$ cat src/rtl/stall_ctrl_pkg.sv
package stall_ctrl_pkg;
    // Per-entry lifecycle
    localparam logic [2:0] E_FREE   = 3'd0;
    localparam logic [2:0] E_HELD   = 3'd1;
    localparam logic [2:0] E_READY  = 3'd2;
    localparam logic [2:0] E_WATCH  = 3'd3;
    localparam logic [2:0] E_SQPEND = 3'd4;
endpackage

$ cat src/rtl/stall_free_pick.sv
module stall_free_pick #(
    parameter int N  = 4,
    localparam int IW = (N > 1) ? $clog2(N) : 1
) (
    input  logic [N-1:0]  free_vec,
    output logic          found,
    output logic [IW-1:0] idx
);
    always_comb begin
        found = 1'b0;
        idx   = '0;
        for (int i = N - 1; i >= 0; i--) begin
            if (free_vec[i]) begin
                found = 1'b1;
                idx   = IW'(i);
            end
        end
    end
endmodule

$ cat src/rtl/stall_oldest_pick.sv
module stall_oldest_pick #(
    parameter int N  = 4,
    parameter int PW = 4,
    localparam int IW = (N > 1) ? $clog2(N) : 1
) (
    input  logic [N-1:0]         cand,
    input  logic [N-1:0][PW-1:0] pos,
    output logic                 found,
    output logic [IW-1:0]        idx
);
    logic [PW-1:0] best;

    always_comb begin
        found = 1'b0;
        idx   = '0;
        best  = '0;
        for (int i = 0; i < N; i++) begin
            if (cand[i] && (!found || pos[i] < best)) begin
                found = 1'b1;
                idx   = IW'(i);
                best  = pos[i];
            end
        end
    end
endmodule

$ cat src/rtl/stall_order_gate.sv
module stall_order_gate #(
    parameter int PW   = 4,
    localparam int NPOS = 1 << PW
) (
    input  logic [PW-1:0]   cons_pos,
    input  logic [PW-1:0]   prod_pos,
    input  logic [NPOS-1:0] mod_mask,
    output logic            ok
);
    logic blocked;

    always_comb begin
        blocked = 1'b0;
        for (int i = 0; i < NPOS; i++) begin
            if (mod_mask[i] && (i > int'(prod_pos)) && (i < int'(cons_pos)))
                blocked = 1'b1;
        end
        ok = (prod_pos < cons_pos) && !blocked;
    end
endmodule

$ cat src/rtl/stall_ctrl.sv
module stall_ctrl
    import stall_ctrl_pkg::*;
#(
    parameter int NENT = 4,
    parameter int TIDW = 6,
    parameter int PW   = 4,
    parameter int TAGW = 12,
    localparam int NPOS = 1 << PW,
    localparam int IW   = (NENT > 1) ? $clog2(NENT) : 1
) (
    input  logic            clk,
    input  logic            rst_n,
    input  logic            req_valid,
    input  logic [TIDW-1:0] req_tid,
    input  logic [PW-1:0]   req_pos,
    input  logic [TAGW-1:0] req_tag,
    input  logic            req_wait,
    output logic            req_retry,
    input  logic            cm_valid,
    input  logic [PW-1:0]   cm_pos,
    input  logic [TAGW-1:0] cm_tag,
    input  logic [NPOS-1:0] cm_mod,
    input  logic            viol_valid,
    input  logic [PW-1:0]   viol_pos,
    input  logic [TAGW-1:0] viol_tag,
    input  logic [PW-1:0]   head_pos,
    output logic            rel_valid,
    output logic [TIDW-1:0] rel_tid,
    output logic            sq_valid,
    output logic [TIDW-1:0] sq_tid
);
    typedef struct packed {
        logic [NENT-1:0][2:0]      st;
        logic [NENT-1:0]           wmode;
        logic [NENT-1:0][TIDW-1:0] tid;
        logic [NENT-1:0][PW-1:0]   pos;
        logic [NENT-1:0][TAGW-1:0] tag;
        logic                      rel_v;
        logic [TIDW-1:0]           rel_t;
        logic                      sq_v;
        logic [TIDW-1:0]           sq_t;
    } ctl_t;

    ctl_t s_d, s_q;

    logic [NENT-1:0] free_vec, ready_vec, sqp_vec, order_ok;
    logic            free_found, rel_found, sq_found;
    logic [IW-1:0]   free_idx, rel_idx, sq_idx;

    // Per-entry producer/consumer ordering check for the current commit
    for (genvar g = 0; g < NENT; g++) begin : g_gate
        stall_order_gate #(.PW(PW)) u_gate (
            .cons_pos (s_q.pos[g]),
            .prod_pos (cm_pos),
            .mod_mask (cm_mod),
            .ok       (order_ok[g])
        );
        assign free_vec[g]  = (s_q.st[g] == E_FREE);
        assign ready_vec[g] = (s_q.st[g] == E_READY);
        assign sqp_vec[g]   = (s_q.st[g] == E_SQPEND);
    end

    stall_free_pick #(.N(NENT)) u_free (
        .free_vec (free_vec),
        .found    (free_found),
        .idx      (free_idx)
    );

    stall_oldest_pick #(.N(NENT), .PW(PW)) u_rel_pick (
        .cand  (ready_vec),
        .pos   (s_q.pos),
        .found (rel_found),
        .idx   (rel_idx)
    );

    stall_oldest_pick #(.N(NENT), .PW(PW)) u_sq_pick (
        .cand  (sqp_vec),
        .pos   (s_q.pos),
        .found (sq_found),
        .idx   (sq_idx)
    );

    assign req_retry = req_valid && !free_found;

    always_comb begin
        s_d = s_q;

        // Entry state transitions driven by commits, head and violations
        for (int i = 0; i < NENT; i++) begin
            case (s_q.st[i])
                E_HELD: begin
                    if (s_q.pos[i] == head_pos)
                        s_d.st[i] = E_READY;
                    else if (!s_q.wmode[i] && cm_valid &&
                             (cm_tag == s_q.tag[i]) && order_ok[i])
                        s_d.st[i] = E_READY;
                end
                E_WATCH: begin
                    if (s_q.pos[i] == head_pos)
                        s_d.st[i] = E_FREE;
                    else if (viol_valid && (viol_tag == s_q.tag[i]) &&
                             (viol_pos < s_q.pos[i]))
                        s_d.st[i] = E_SQPEND;
                end
                default: ;
            endcase
        end

        // One release per cycle, oldest position first
        s_d.rel_v = rel_found;
        s_d.rel_t = rel_found ? s_q.tid[rel_idx] : '0;
        if (rel_found)
            s_d.st[rel_idx] = s_q.wmode[rel_idx] ? E_FREE : E_WATCH;

        // One squash per cycle, oldest position first
        s_d.sq_v = sq_found;
        s_d.sq_t = sq_found ? s_q.tid[sq_idx] : '0;
        if (sq_found)
            s_d.st[sq_idx] = E_FREE;

        // Allocation of a new held thread
        if (req_valid && free_found) begin
            s_d.st[free_idx]    = E_HELD;
            s_d.wmode[free_idx] = req_wait;
            s_d.tid[free_idx]   = req_tid;
            s_d.pos[free_idx]   = req_pos;
            s_d.tag[free_idx]   = req_tag;
        end
    end

    always_ff @(posedge clk or negedge rst_n) begin
        if (!rst_n) s_q <= '0;
        else        s_q <= s_d;
    end

    assign rel_valid = s_q.rel_v;
    assign rel_tid   = s_q.rel_t;
    assign sq_valid  = s_q.sq_v;
    assign sq_tid    = s_q.sq_t;
endmodule

$ cat config.mk
export PLATFORM = sky130hd
export DESIGN_NAME = stall_ctrl
export DESIGN_NICKNAME = d
export VERILOG_FILES = /design/src/rtl/stall_ctrl_pkg.sv /design/src/rtl/stall_free_pick.sv /design/src/rtl/stall_oldest_pick.sv /design/src/rtl/stall_order_gate.sv /design/src/rtl/stall_ctrl.sv
export SDC_FILE = /design/constraint.sdc
export NUM_CORES = 1
export LEC_CHECK = 0
export BUFFER_PORTS_ARGS = -buffer_cell sky130_fd_sc_hd__buf_2
export CORE_MARGIN = 2
export CORE_UTILIZATION = 55
export DETAILED_ROUTE_END_ITERATION = 8
export MAX_ROUTING_LAYER = met4
export PLACE_DENSITY = 0.75
export SLEW_MARGIN = 20
export SYNTH_ARGS = -nofsm -noshare
export SYNTH_HDL_FRONTEND = slang
export SYNTH_HIERARCHICAL = 1
export SYNTH_SLANG_ARGS = --single-unit
$ cat constraint.sdc
create_clock -name clk -period 10.1 [get_ports clk]
set_input_delay 1.01 -clock clk [delete_from_list [all_inputs] [get_ports clk]]
set_output_delay 1.01 -clock clk [all_outputs]
set_load 0.05 [all_outputs]
==> impl_summary.log <==
[metrics] status: complete, no violations
[metrics] count of placed standard cells in the final layout, fillers left out: 1274
[metrics] routed vias: 7870
[metrics] Global Route Usage Sum: 0.297
[metrics] sequential element share of the synthesized area: 0.316
[metrics] most common cell in the netlist: sky130_fd_sc_hd__nand2_1
[metrics] Setup WS pre-CTS: 4.05 ns
[metrics] layout overhead on the synthesized area: 10.3%
[metrics] final count of negative-setup-slack endpoints: 0
[metrics] Worst Skew: 0.00834 ns
[metrics] number of global-route vias before repair: 7715
[metrics] fraction of final layout cells with drive strength greater than 1: 0.234
[metrics] first-pass GRT wire length: 40700 um
[metrics] kind of start point of the critical path: flop
[metrics] post-route worst setup slack: 4.00 ns
[metrics] global route total overflow: 0
[metrics] pin count of the biggest net entering global routing: 75
[metrics] Final Instance Area: 10300 um2
[metrics] element type at the critical path end: flop
[metrics] Post-synth EDFFs: 0
[metrics] total detailed-routing wirelength: 25300 um
[metrics] number of buffer cells added on primary ports: 92
[metrics] violation count after the first detailed-routing iteration: 738
[metrics] share of the clock period used by the worst path: 0.604
[metrics] total of max-cap violations: 0
[metrics] total cell area at the placement stage: 9730 um2
[metrics] cts-stage hold buffer count: 0
[metrics] starting utilization of the core area: 0.563
[metrics] syn nets: 1106
[metrics] Fin Hold WS: 0.502 ns
[metrics] Post-Route Utilization: 0.621
[metrics] DRC errors left: 0
[metrics] biggest area contributors in the synthesized netlist: sky130_fd_sc_hd__dfrtp_1 (32%), sky130_fd_sc_hd__mux2_2 (8.7%), sky130_fd_sc_hd__xnor2_1 (7.8%)
[metrics] Setup Total Neg Slack: 0 ns
[metrics] buffers inserted by post-CTS timing repair: 0
[metrics] proportion of netlist area held by the largest area contributor: 0.316
[metrics] worst max-slew margin expressed relative to the limit: 0.290
[metrics] count of different cell masters after synthesis: 76
[metrics] top-level port count: 95
[metrics] proportion of synthesized flip-flops having asynchronous set or reset: 1.00
[metrics] top_reg_cell synth: sky130_fd_sc_hd__dfrtp_1
[metrics] time the worst path needs with I/O delays and setup: 6.10 ns
[metrics] mean cell area of the mapped netlist: 9.48 um2
[metrics] number of gates resized after CTS: 0
[metrics] clock network latency to the later pin of the worst-skew pair: 0.43 ns
[metrics] net count reported at finish: 1162
[metrics] synthesized area: 9330 um2
[metrics] Std-Cell Rows: 47
[metrics] clock root buffer master: sky130_fd_sc_hd__clkbuf_16
[metrics] clock-pin slew reported for the worst setup and hold paths after clock tree synthesis: 0.06 ns
[metrics] number of antenna violations at the first check in global routing: 1
[metrics] number of synthesis warnings: 6
[metrics] Final Hold Fails: 0
[metrics] dominant cell type by area after synthesis: sky130_fd_sc_hd__dfrtp_1
[metrics] total die area: 18000 um2
[metrics] class of the most critical setup path: reg2reg
[metrics] Tightest Pin Transition: 1.06 ns
[metrics] CTS tree: built
[metrics] routability-driven placement congestion ratio: 0.948
[metrics] Data arrival, critical path: 6.42 ns
[metrics] Min-Delay Path Class: reg2reg
[metrics] first-pass detailed-route iteration total: 6
[metrics] via density per instance: 6.18
[metrics] worst voltage drop across the vdd grid: 0.162 mV
[metrics] Die X: 134 um
[metrics] standard cell core area: 16600 um2
[metrics] setup repair after global routing missed its margin: false
[metrics] drt wl/cell: 19.9 um
[metrics] total power density per cell area: 307 nW/um2
[metrics] antenna violation net count after detailed routing: 0
[metrics] CTS H-tree lvls: 4
[metrics] largest fanout on the critical path: 11
[metrics] Worst EP required: 10.42 ns
[metrics] clock buffer depth: 2
[metrics] Die Span Y: 134 um
[metrics] TritonCTS Buffers: 17
[metrics] estimated wirelength of the detail-placed design: 17700 um
[metrics] post-synthesis register bit count: 118
[metrics] cell types with the highest counts after synthesis: sky130_fd_sc_hd__nand2_1 (125), sky130_fd_sc_hd__dfrtp_1 (118), sky130_fd_sc_hd__xnor2_1 (83)
[metrics] static leakage: 4.48 nW
[metrics] final total power: 3.17 mW
[metrics] number of clock sinks: 118
[metrics] total instance count after detailed placement: 1241
[metrics] Final Max Slew Viols: 0
[metrics] instance count of the mapped netlist: 984
[metrics] maximum clock rate: 0.164 GHz
-- cell families after synthesis --
family / count (synthesis) / share of synthesized area
AO/OA/AOI/OAI: 176 / 0.142
AND/OR/NAND/NOR: 339 / 0.194
adder cells (fa/ha/maj): 42 / 0.0563
buffers and inverters: 107 / 0.0615
XOR/XNOR: 112 / 0.105
flip-flops: 118 / 0.316
multiplexers: 90 / 0.124
-- worst paths after layout --
kind                               start        end  cells after the start  slack [ns]
worst max-delay path            s_q[107]  sq_tid[1]                     21        4.00
worst min-delay path                flop       flop                      2        0.50
worst max register to register  s_q[107]  sq_tid[1]                     21        4.00
worst min register to register      flop       flop                      2        0.50
max in group asynchronous          rst_n  async pin                      2        8.12
min in group asynchronous          rst_n   sq_valid                      1        0.57
-- critical path, stage by stage (launching register included) --
cell and delay [ns]:
sky130_fd_sc_hd__dfrtp_1 0.44, sky130_fd_sc_hd__nor3b_1 0.25, sky130_fd_sc_hd__buf_4 0.22, sky130_fd_sc_hd__nand2_1 0.09, sky130_fd_sc_hd__ha_1 0.38, sky130_fd_sc_hd__nand3_1 0.09, sky130_fd_sc_hd__o211ai_1 0.40, sky130_fd_sc_hd__mux2_2 0.41
sky130_fd_sc_hd__ha_1 0.32, sky130_fd_sc_hd__o22ai_1 0.09, sky130_fd_sc_hd__a21o_1 0.21, sky130_fd_sc_hd__and2_2 0.20, sky130_fd_sc_hd__a21oi_2 0.21, sky130_fd_sc_hd__mux2_1 0.37, sky130_fd_sc_hd__ha_1 0.30, sky130_fd_sc_hd__a211oi_1 0.24
sky130_fd_sc_hd__nand3_1 0.14, sky130_fd_sc_hd__a211oi_1 0.26, sky130_fd_sc_hd__a211oi_2 0.12, sky130_fd_sc_hd__nand2_1 0.49, sky130_fd_sc_hd__mux4_2 0.59, sky130_fd_sc_hd__and2_1 0.17
-- power by group --
| part | switching [mW] | internal (mW) | leakage [nW] |
|---|---|---|---|
| registers | 0.320 | 0.672 | 1.49 |
| clock network | 0.228 | 0.345 | 0.257 |
| logic | 0.823 | 0.778 | 2.74 |
| total | 1.37 | 1.79 | 4.48 |
-- cell usage in the layout, fill, tap and decap left out, types with 9 or more instances in the layout --
master,Yosys,layout
sky130_fd_sc_hd__a211oi_1,10,10
sky130_fd_sc_hd__nand3_1,30,30
sky130_fd_sc_hd__and2_1,14,14
sky130_fd_sc_hd__xor2_1,29,29
sky130_fd_sc_hd__inv_1,44,44
sky130_fd_sc_hd__buf_4,21,9
sky130_fd_sc_hd__ha_1,42,42
sky130_fd_sc_hd__dfrtp_1,118,118
sky130_fd_sc_hd__clkbuf_16,0,17
sky130_fd_sc_hd__mux2_2,72,72
sky130_fd_sc_hd__nor3b_1,10,10
sky130_fd_sc_hd__nand2_1,125,125
sky130_fd_sc_hd__o21ai_0,39,39
sky130_fd_sc_hd__a21oi_1,10,10
sky130_fd_sc_hd__a32oi_1,18,18
sky130_fd_sc_hd__nor3_1,23,22
sky130_fd_sc_hd__xnor2_1,83,83
sky130_fd_sc_hd__mux4_2,12,12
sky130_fd_sc_hd__nand4_1,29,29
sky130_fd_sc_hd__nand2b_1,20,20
sky130_fd_sc_hd__a21o_1,12,12
sky130_fd_sc_hd__nor2_1,25,25
sky130_fd_sc_hd__buf_2,3,91
-- routing by layer --
metal  wire length, um  up-vias  share of wire  global-route usage
li1                  -     3677              -                   -
met1             11000     3879           0.43               0.392
met2             12500      274           0.49               0.469
met3              1420       40          0.056              0.0423
met4               479        0          0.019               0.110
met5                 0        -              0                   -
-- area by class of cell --
| cell class | instances | area [um2] |
|---|---|---|
| fillers | 1413 | 6290 |
| multi-input cells | 759 | 5810 |
| flip-flops and latches | 118 | 2950 |
| repair buffers | 100 | 523 |
| clock buffers | 18 | 439 |
| well taps | 220 | 275 |
| inverters | 44 | 165 |
| clock inverters | 14 | 128 |
| diodes | 1 | 2.50 |
No activity file was read; power rests on OpenSTA's default activity.
